### src/rtl/hbp_pkg.sv
package hbp_pkg;

   // Host control pins as seen after synchronisation
   typedef struct packed {
      logic cs_n;
      logic a0;
      logic stb_a;   // E or /RD
      logic stb_b;   // R/W or /WR
   } ctl_t;

   localparam ctl_t CTL_IDLE = '{cs_n: 1'b1, a0: 1'b1, stb_a: 1'b1, stb_b: 1'b1};

   // 6800 style: a cycle is open while selected with E high
   function automatic logic m68_open(ctl_t c);
      return !c.cs_n && c.stb_a;
   endfunction

   // 8080 style: exclusive read strobe
   function automatic logic i80_rd_open(ctl_t c);
      return !c.cs_n && !c.stb_a && c.stb_b;
   endfunction

   // 8080 style: exclusive write strobe
   function automatic logic i80_wr_open(ctl_t c);
      return !c.cs_n && c.stb_a && !c.stb_b;
   endfunction

endpackage

### src/rtl/hbp_sync.sv
module hbp_sync #(
   parameter int unsigned W       = 1,
   parameter int unsigned STAGES  = 2,
   parameter logic [W-1:0] RST_VAL = '0
) (
   input  logic         clk,
   input  logic         rst_n,
   input  logic [W-1:0] d,
   output logic [W-1:0] q
);

   generate
      if (STAGES == 1) begin : g_single
         logic [W-1:0] r;
         always_ff @(posedge clk or negedge rst_n) begin
            if (!rst_n) r <= RST_VAL;
            else        r <= d;
         end
         assign q = r;
      end else begin : g_chain
         logic [STAGES-1:0][W-1:0] chain;
         always_ff @(posedge clk or negedge rst_n) begin
            if (!rst_n) chain <= {STAGES{RST_VAL}};
            else        chain <= {chain[STAGES-2:0], d};
         end
         assign q = chain[STAGES-1];
      end
   endgenerate

endmodule

### src/rtl/hbp_decode.sv
module hbp_decode
   import hbp_pkg::*;
(
   input  logic mode_i8080,
   input  ctl_t cur,
   input  ctl_t prev,
   output logic rd_evt,
   output logic wr_evt,
   output logic evt_is_data
);

   logic m68_end;
   logic i80_rd_end;
   logic i80_wr_end;

   // A transfer completes on the sample where its open condition drops.
   // In 6800 style this covers both E falling and chip select rising
   // while E is held high.
   assign m68_end    = m68_open(prev)    && !m68_open(cur);
   assign i80_rd_end = i80_rd_open(prev) && !i80_rd_open(cur);
   assign i80_wr_end = i80_wr_open(prev) && !i80_wr_open(cur);

   always_comb begin
      if (mode_i8080) begin
         rd_evt = i80_rd_end;
         wr_evt = i80_wr_end;
      end else begin
         rd_evt = m68_end &&  prev.stb_b;
         wr_evt = m68_end && !prev.stb_b;
      end
      evt_is_data = prev.a0;
   end

endmodule

### src/rtl/hbp_xfer.sv
module hbp_xfer #(
   parameter int unsigned DATA_W = 8
) (
   input  logic              clk,
   input  logic              rst_n,
   input  logic              rd_evt,
   input  logic              wr_evt,
   input  logic              evt_is_data,
   input  logic [DATA_W-1:0] cap_data,
   input  logic [DATA_W-1:0] disp_rd_data,
   output logic              wr_pulse,
   output logic              wr_is_data,
   output logic [DATA_W-1:0] wr_data,
   output logic              rd_inc,
   output logic [DATA_W-1:0] prefetch
);

   always_ff @(posedge clk or negedge rst_n) begin
      if (!rst_n) begin
         wr_pulse   <= 1'b0;
         wr_is_data <= 1'b0;
         wr_data    <= '0;
      end else begin
         wr_pulse <= wr_evt;
         if (wr_evt) begin
            wr_is_data <= evt_is_data;
            wr_data    <= cap_data;
         end
      end
   end

   // One-deep read-ahead: a finished display read refills the buffer
   always_ff @(posedge clk or negedge rst_n) begin
      if (!rst_n) begin
         rd_inc   <= 1'b0;
         prefetch <= '0;
      end else begin
         rd_inc <= rd_evt && evt_is_data;
         if (rd_evt && evt_is_data) prefetch <= disp_rd_data;
      end
   end

endmodule

### src/rtl/hbp_rdmux.sv
module hbp_rdmux #(
   parameter int unsigned DATA_W = 8
) (
   input  logic              mode_i8080,
   input  logic              cs_n,
   input  logic              a0,
   input  logic              strb_a,
   input  logic              strb_b,
   input  logic [DATA_W-1:0] prefetch,
   input  logic [DATA_W-1:0] status_in,
   output logic [DATA_W-1:0] bus_out,
   output logic              bus_oe
);

   logic rd_m68;
   logic rd_i80;

   // Decoded straight from the pins so the pad turns on and off with
   // the host strobe rather than with the synchronised copy.
   assign rd_m68 = !mode_i8080 && !cs_n &&  strb_a && strb_b;
   assign rd_i80 =  mode_i8080 && !cs_n && !strb_a && strb_b;
   assign bus_oe = rd_m68 || rd_i80;

   always_comb begin
      if (!bus_oe)  bus_out = '0;
      else if (a0)  bus_out = prefetch;
      else          bus_out = status_in;
   end

endmodule

### src/rtl/hbp_par_if.sv
module hbp_par_if
   import hbp_pkg::*;
#(
   parameter int unsigned DATA_W      = 8,
   parameter int unsigned SYNC_STAGES = 2
) (
   input  logic              clk,
   input  logic              rst_n,
   input  logic              mode_i8080,
   input  logic              cs_n,
   input  logic              a0,
   input  logic              strb_a,
   input  logic              strb_b,
   input  logic [DATA_W-1:0] bus_in,
   output logic [DATA_W-1:0] bus_out,
   output logic              bus_oe,
   input  logic [DATA_W-1:0] status_in,
   input  logic [DATA_W-1:0] disp_rd_data,
   output logic              wr_pulse,
   output logic              wr_is_data,
   output logic [DATA_W-1:0] wr_data,
   output logic              rd_inc
);

   localparam int unsigned CTL_W = $bits(ctl_t);

   generate
      if (SYNC_STAGES < 1) begin : g_bad_sync
         $error("hbp_par_if: SYNC_STAGES must be at least 1");
      end
      if (DATA_W < 1) begin : g_bad_width
         $error("hbp_par_if: DATA_W must be at least 1");
      end
   endgenerate

   ctl_t              ctl_raw;
   ctl_t              ctl_s;
   ctl_t              ctl_q;
   logic [DATA_W-1:0] dat_s;
   logic [DATA_W-1:0] dat_q;
   logic              rd_evt;
   logic              wr_evt;
   logic              evt_is_data;
   logic [DATA_W-1:0] prefetch;

   assign ctl_raw = '{cs_n: cs_n, a0: a0, stb_a: strb_a, stb_b: strb_b};

   hbp_sync #(
      .W       (CTL_W),
      .STAGES  (SYNC_STAGES),
      .RST_VAL (CTL_IDLE)
   ) u_sync_ctl (
      .clk   (clk),
      .rst_n (rst_n),
      .d     (ctl_raw),
      .q     (ctl_s)
   );

   hbp_sync #(
      .W       (DATA_W),
      .STAGES  (SYNC_STAGES),
      .RST_VAL ('0)
   ) u_sync_dat (
      .clk   (clk),
      .rst_n (rst_n),
      .d     (bus_in),
      .q     (dat_s)
   );

   // One more sample so that a falling open condition can be seen
   always_ff @(posedge clk or negedge rst_n) begin
      if (!rst_n) begin
         ctl_q <= CTL_IDLE;
         dat_q <= '0;
      end else begin
         ctl_q <= ctl_s;
         dat_q <= dat_s;
      end
   end

   hbp_decode u_decode (
      .mode_i8080  (mode_i8080),
      .cur         (ctl_s),
      .prev        (ctl_q),
      .rd_evt      (rd_evt),
      .wr_evt      (wr_evt),
      .evt_is_data (evt_is_data)
   );

   hbp_xfer #(.DATA_W(DATA_W)) u_xfer (
      .clk          (clk),
      .rst_n        (rst_n),
      .rd_evt       (rd_evt),
      .wr_evt       (wr_evt),
      .evt_is_data  (evt_is_data),
      .cap_data     (dat_q),
      .disp_rd_data (disp_rd_data),
      .wr_pulse     (wr_pulse),
      .wr_is_data   (wr_is_data),
      .wr_data      (wr_data),
      .rd_inc       (rd_inc),
      .prefetch     (prefetch)
   );

   hbp_rdmux #(.DATA_W(DATA_W)) u_rdmux (
      .mode_i8080 (mode_i8080),
      .cs_n       (cs_n),
      .a0         (a0),
      .strb_a     (strb_a),
      .strb_b     (strb_b),
      .prefetch   (prefetch),
      .status_in  (status_in),
      .bus_out    (bus_out),
      .bus_oe     (bus_oe)
   );

endmodule

### config.mk
export PLATFORM = sky130hd
export DESIGN_NAME = hbp_par_if
export DESIGN_NICKNAME = d
export VERILOG_FILES = /design/src/rtl/hbp_pkg.sv /design/src/rtl/hbp_sync.sv /design/src/rtl/hbp_decode.sv /design/src/rtl/hbp_xfer.sv /design/src/rtl/hbp_rdmux.sv /design/src/rtl/hbp_par_if.sv
export SDC_FILE = /design/constraint.sdc
export NUM_CORES = 1
export LEC_CHECK = 0
export ABC_AREA = 1
export BUFFER_PORTS_ARGS = -buffer_cell sky130_fd_sc_hd__buf_2
export CORE_MARGIN = 1
export CORE_UTILIZATION = 40
export CTS_BUF_LIST = sky130_fd_sc_hd__clkbuf_4 sky130_fd_sc_hd__clkbuf_8
export CTS_CLUSTER_SIZE = 20
export DETAILED_ROUTE_END_ITERATION = 6
export GPL_TIMING_DRIVEN = 0
export PLACE_DENSITY = 0.62
export SETUP_SLACK_MARGIN = 0.02
export SLEW_MARGIN = 10
export SYNTH_ARGS = -nofsm -noshare
export SYNTH_HDL_FRONTEND = slang
export SYNTH_SLANG_ARGS = --single-unit
### constraint.sdc
create_clock -name clk -period 3.45 [get_ports clk]
set_clock_uncertainty 0.2 [all_clocks]
set_input_delay 0.5175 -clock clk [delete_from_list [all_inputs] [get_ports clk]]
set_output_delay 0.5175 -clock clk [all_outputs]
set_load 0.02 [all_outputs]
==> qor.csv <==
stage,metric,value,unit
outcome,outcome,"complete, no violations",
clock_network,H-tree level count,2,
layout,Area Overhead vs Synth,22.0,%
power_and_ir_drop,Power Dens Cells,544,nW/um^2
detailed_routing,Via Count,1226,
detailed_routing,Met1 Routed Length,1320,um
layout,most frequent cells in the layout,"nand2_1 (65), buf_2 (49), dfrtp_1 (43)",
sta,Highest Clock Rate,468,MHz
sta,Final Hold Vio Count,0,
sta,Slew @ Worst Pin,637,ps
detailed_routing,Post-route DRC,0,
setup_path,CP max-delay cell,clkbuf_1,
detailed_routing,post-route ant nets,0,
power_and_ir_drop,leakage power,1.19,nW
synth,"Seq/Total Area, Yosys",74.4,%
sta,Final Slew Violations,0,
sta,TNS Setup,0,ps
global_routing,largest net degree at the start of global routing,56,
run,max_cap viols,0,
setup_path,"Largest stage delay, worst path",270,ps
setup_path,"Top cell by count, worst path",buf_2,
clock_network,worst skew pair latency,300,ps
floorplanning,Die Width,70.4,um
synth,Yosys reg bits,55,
global_routing,GRT Residual Overflow,0,
synth,"Avg Cell Area, Syn",11.9,um^2
sta,Final Setup Violations,0,
floorplanning,Ports,51,
clock_network,CTS sink cnt,55,
sta,Relative slew margins,57.5,%
clock_network,Root Driver,clkbuf_8,
floorplanning,die extent in y,70.4,um
global_routing,total global-route track usage,13.4,%
power_and_ir_drop,maximum vdd drop,0.273,mV
synth,Syn Std Cell Area,1870,um^2
clock_network,CTS buffer count,5,
detailed_routing,final WL,2900,um
clock_network,post_cts resized,0,
clock_network,Clock Path Buffers,2,
min_path,worst hold path class,in -> async,
synth,post-synthesis cell type count,19,
placement,gpl congestion,0.711,
layout,Fillers,420,
floorplanning,Starting Density,42.4,%
detailed_routing,met3 routed WL,142,um
sta,Tcrit/Tclk final,61.9,%
layout,layout cells sized above 1,37.7,%
detailed_routing,wire length on met2,1370,um
sta,RSZ-0062 raised after global routing,no,
clock_network,Post-CTS Setup Inserts,0,
detailed_routing,WL per Instance,10.9,um
setup_path,critical path capture point type,output pin,
setup_path,Worst Setup Path Type,in -> out,
setup_path,highest net fanout along the worst path,9,
layout,Ant. Diodes,0,
synth,yosys warns,0,
floorplanning,CORE AREA,4410,um^2
detailed_routing,uppermost layer routed,met4,
synth,syn nets,188,
layout,"most common cell after layout, fill and taps aside",nand2_1,
setup_path,CP Launch Type,primary input,
sta,WHS,30.9,ps
detailed_routing,mean number of vias per cell,4.59,
setup_path,Worst Reg-to-Reg Cells,7,
clock_network,Post-CTS Hold Buffers,0,
global_routing,number of global-route vias before repair,1159,
detailed_routing,drt pass-1 iters,4,
layout,Final nets,245,
detailed_routing,DRT iter0 DRCs,58,
clock_network,Clock Pin Slew Worst Setup and Hold Paths,90,ps
placement,PortBufs,50,
setup_path,worst endpoint required time,2730,ps
global_routing,first-pass GRT wire length,5150,um
synth,Gate Count Post-Synth,157,
floorplanning,row count,24,
floorplanning,die area,4950,um^2
clock_network,TritonCTS clock tree,yes,
sta,fin crit period,2140,ps
placement,HPWL after DPL,2070,um
global_routing,initial antenna violation count,0,
setup_path,crit-path cells,buf_2 > clkbuf_1 > inv_1 > nand2_1 > a21oi_2 > buf_2,
setup_path,Critical Path AT,1420,ps
==> final timing paths <==
path | to | slack, ps | startpoint
hold reg to reg | dat_q[1] | 150 | u_sync_dat.q[1]
setup reg to reg | u_xfer.prefetch[4] | 1940 | u_sync_ctl.q[1]
min in group clk | u_sync_dat.g_chain.chain[7] | 120 | bus_in[7]
max in group asynchronous | u_sync_dat.g_chain.chain[5] | 2590 | rst_n
hold / removal | u_sync_dat.q[2] | 30 | rst_n
setup / recovery | bus_out[0] | 1310 | a0
==> area by class of cell <==
class	instances	area (um^2)	area share, %
flip-flops and latches	55	1390	61.0
multi-input cells	93	443	19.4
repair buffers	50	253	11.1
clock buffers	6	82.6	3.62
well taps	52	65.1	2.85
inverters	8	32.5	1.43
clock inverters	2	11.3	0.493
plain buffers	1	3.75	0.164
==> logic make-up (layout without fill, tap and decap cells) <==
group	Yosys count	after routing	synth area share, %
buf+inv	9	67	1.94
compound gates	9	9	3.01
flops	55	55	74.4
simple gates	84	84	20.7
==> cell usage after synthesis <==
master,instances,share of area [%]
nand2_1,65,13
nand3_4,1,0.94
inv_2,1,0.20
nor3_2,1,0.54
nand2_4,2,1.2
inv_1,5,1.0
a21oi_1,6,1.6
a21oi_2,2,0.94
nand3_2,1,0.54
inv_4,1,0.33
clkbuf_1,1,0.20
nand2_2,2,0.67
nor2_1,3,0.60
and3b_1,1,0.47
o21ai_2,1,0.47
nand4_1,8,2.7
dfstp_2,12,17
clkinv_1,1,0.20
dfrtp_1,43,58
==> critical path: cells and delay by family <==
kind | cells | cell delay (ps)
buffers and inverters | 4 | 730
AND/OR/NAND/NOR | 1 | 120
AO/OA/AOI/OAI | 1 | 50
==> metrics by stage <==
step	power, mW	setup slack (ps)	utilization (%)	cells	cell area [um^2]
CTS	1.26	1300	51.6	267	2280
global placement	0.904	1300	49.5	259	2190
finish	1.24	1310	51.7	267	2280
global route	1.31	1150	51.7	267	2280
floorplan	0.837	1470	-	157	1870
detailed placement	0.908	1300	49.5	259	2190
==> routing by layer <==
metal	up-vias	track usage [%]
li1	610	-
met1	580	17.4
met2	30	21.0
met3	6	3.46
met4	0	6.67
met5	-	0
==> power breakdown <==
part / internal (mW) / total (mW) / switching, mW
logic: 0.0550 / 0.154 / 0.0991
clock network: 0.160 / 0.350 / 0.190
registers: 0.710 / 0.738 / 0.0275
total: 0.926 / 1.24 / 0.317
==> sequential cells by signal, summed over array words and instances (netlist names) <==
| name | cells |
|---|---|
| u_xfer.wr_pulse | 1 |
| u_sync_dat.q | 8 |
| u_sync_ctl.g_chain.chain | 4 |
| u_xfer.prefetch | 8 |
| dat_q | 8 |
| u_xfer.wr_is_data | 1 |
| u_xfer.rd_inc | 1 |
| ctl_q | 4 |
| u_sync_ctl.q | 4 |
| u_sync_dat.g_chain.chain | 8 |
| u_xfer.wr_data | 8 |
Power figures use the tool's default switching activity.
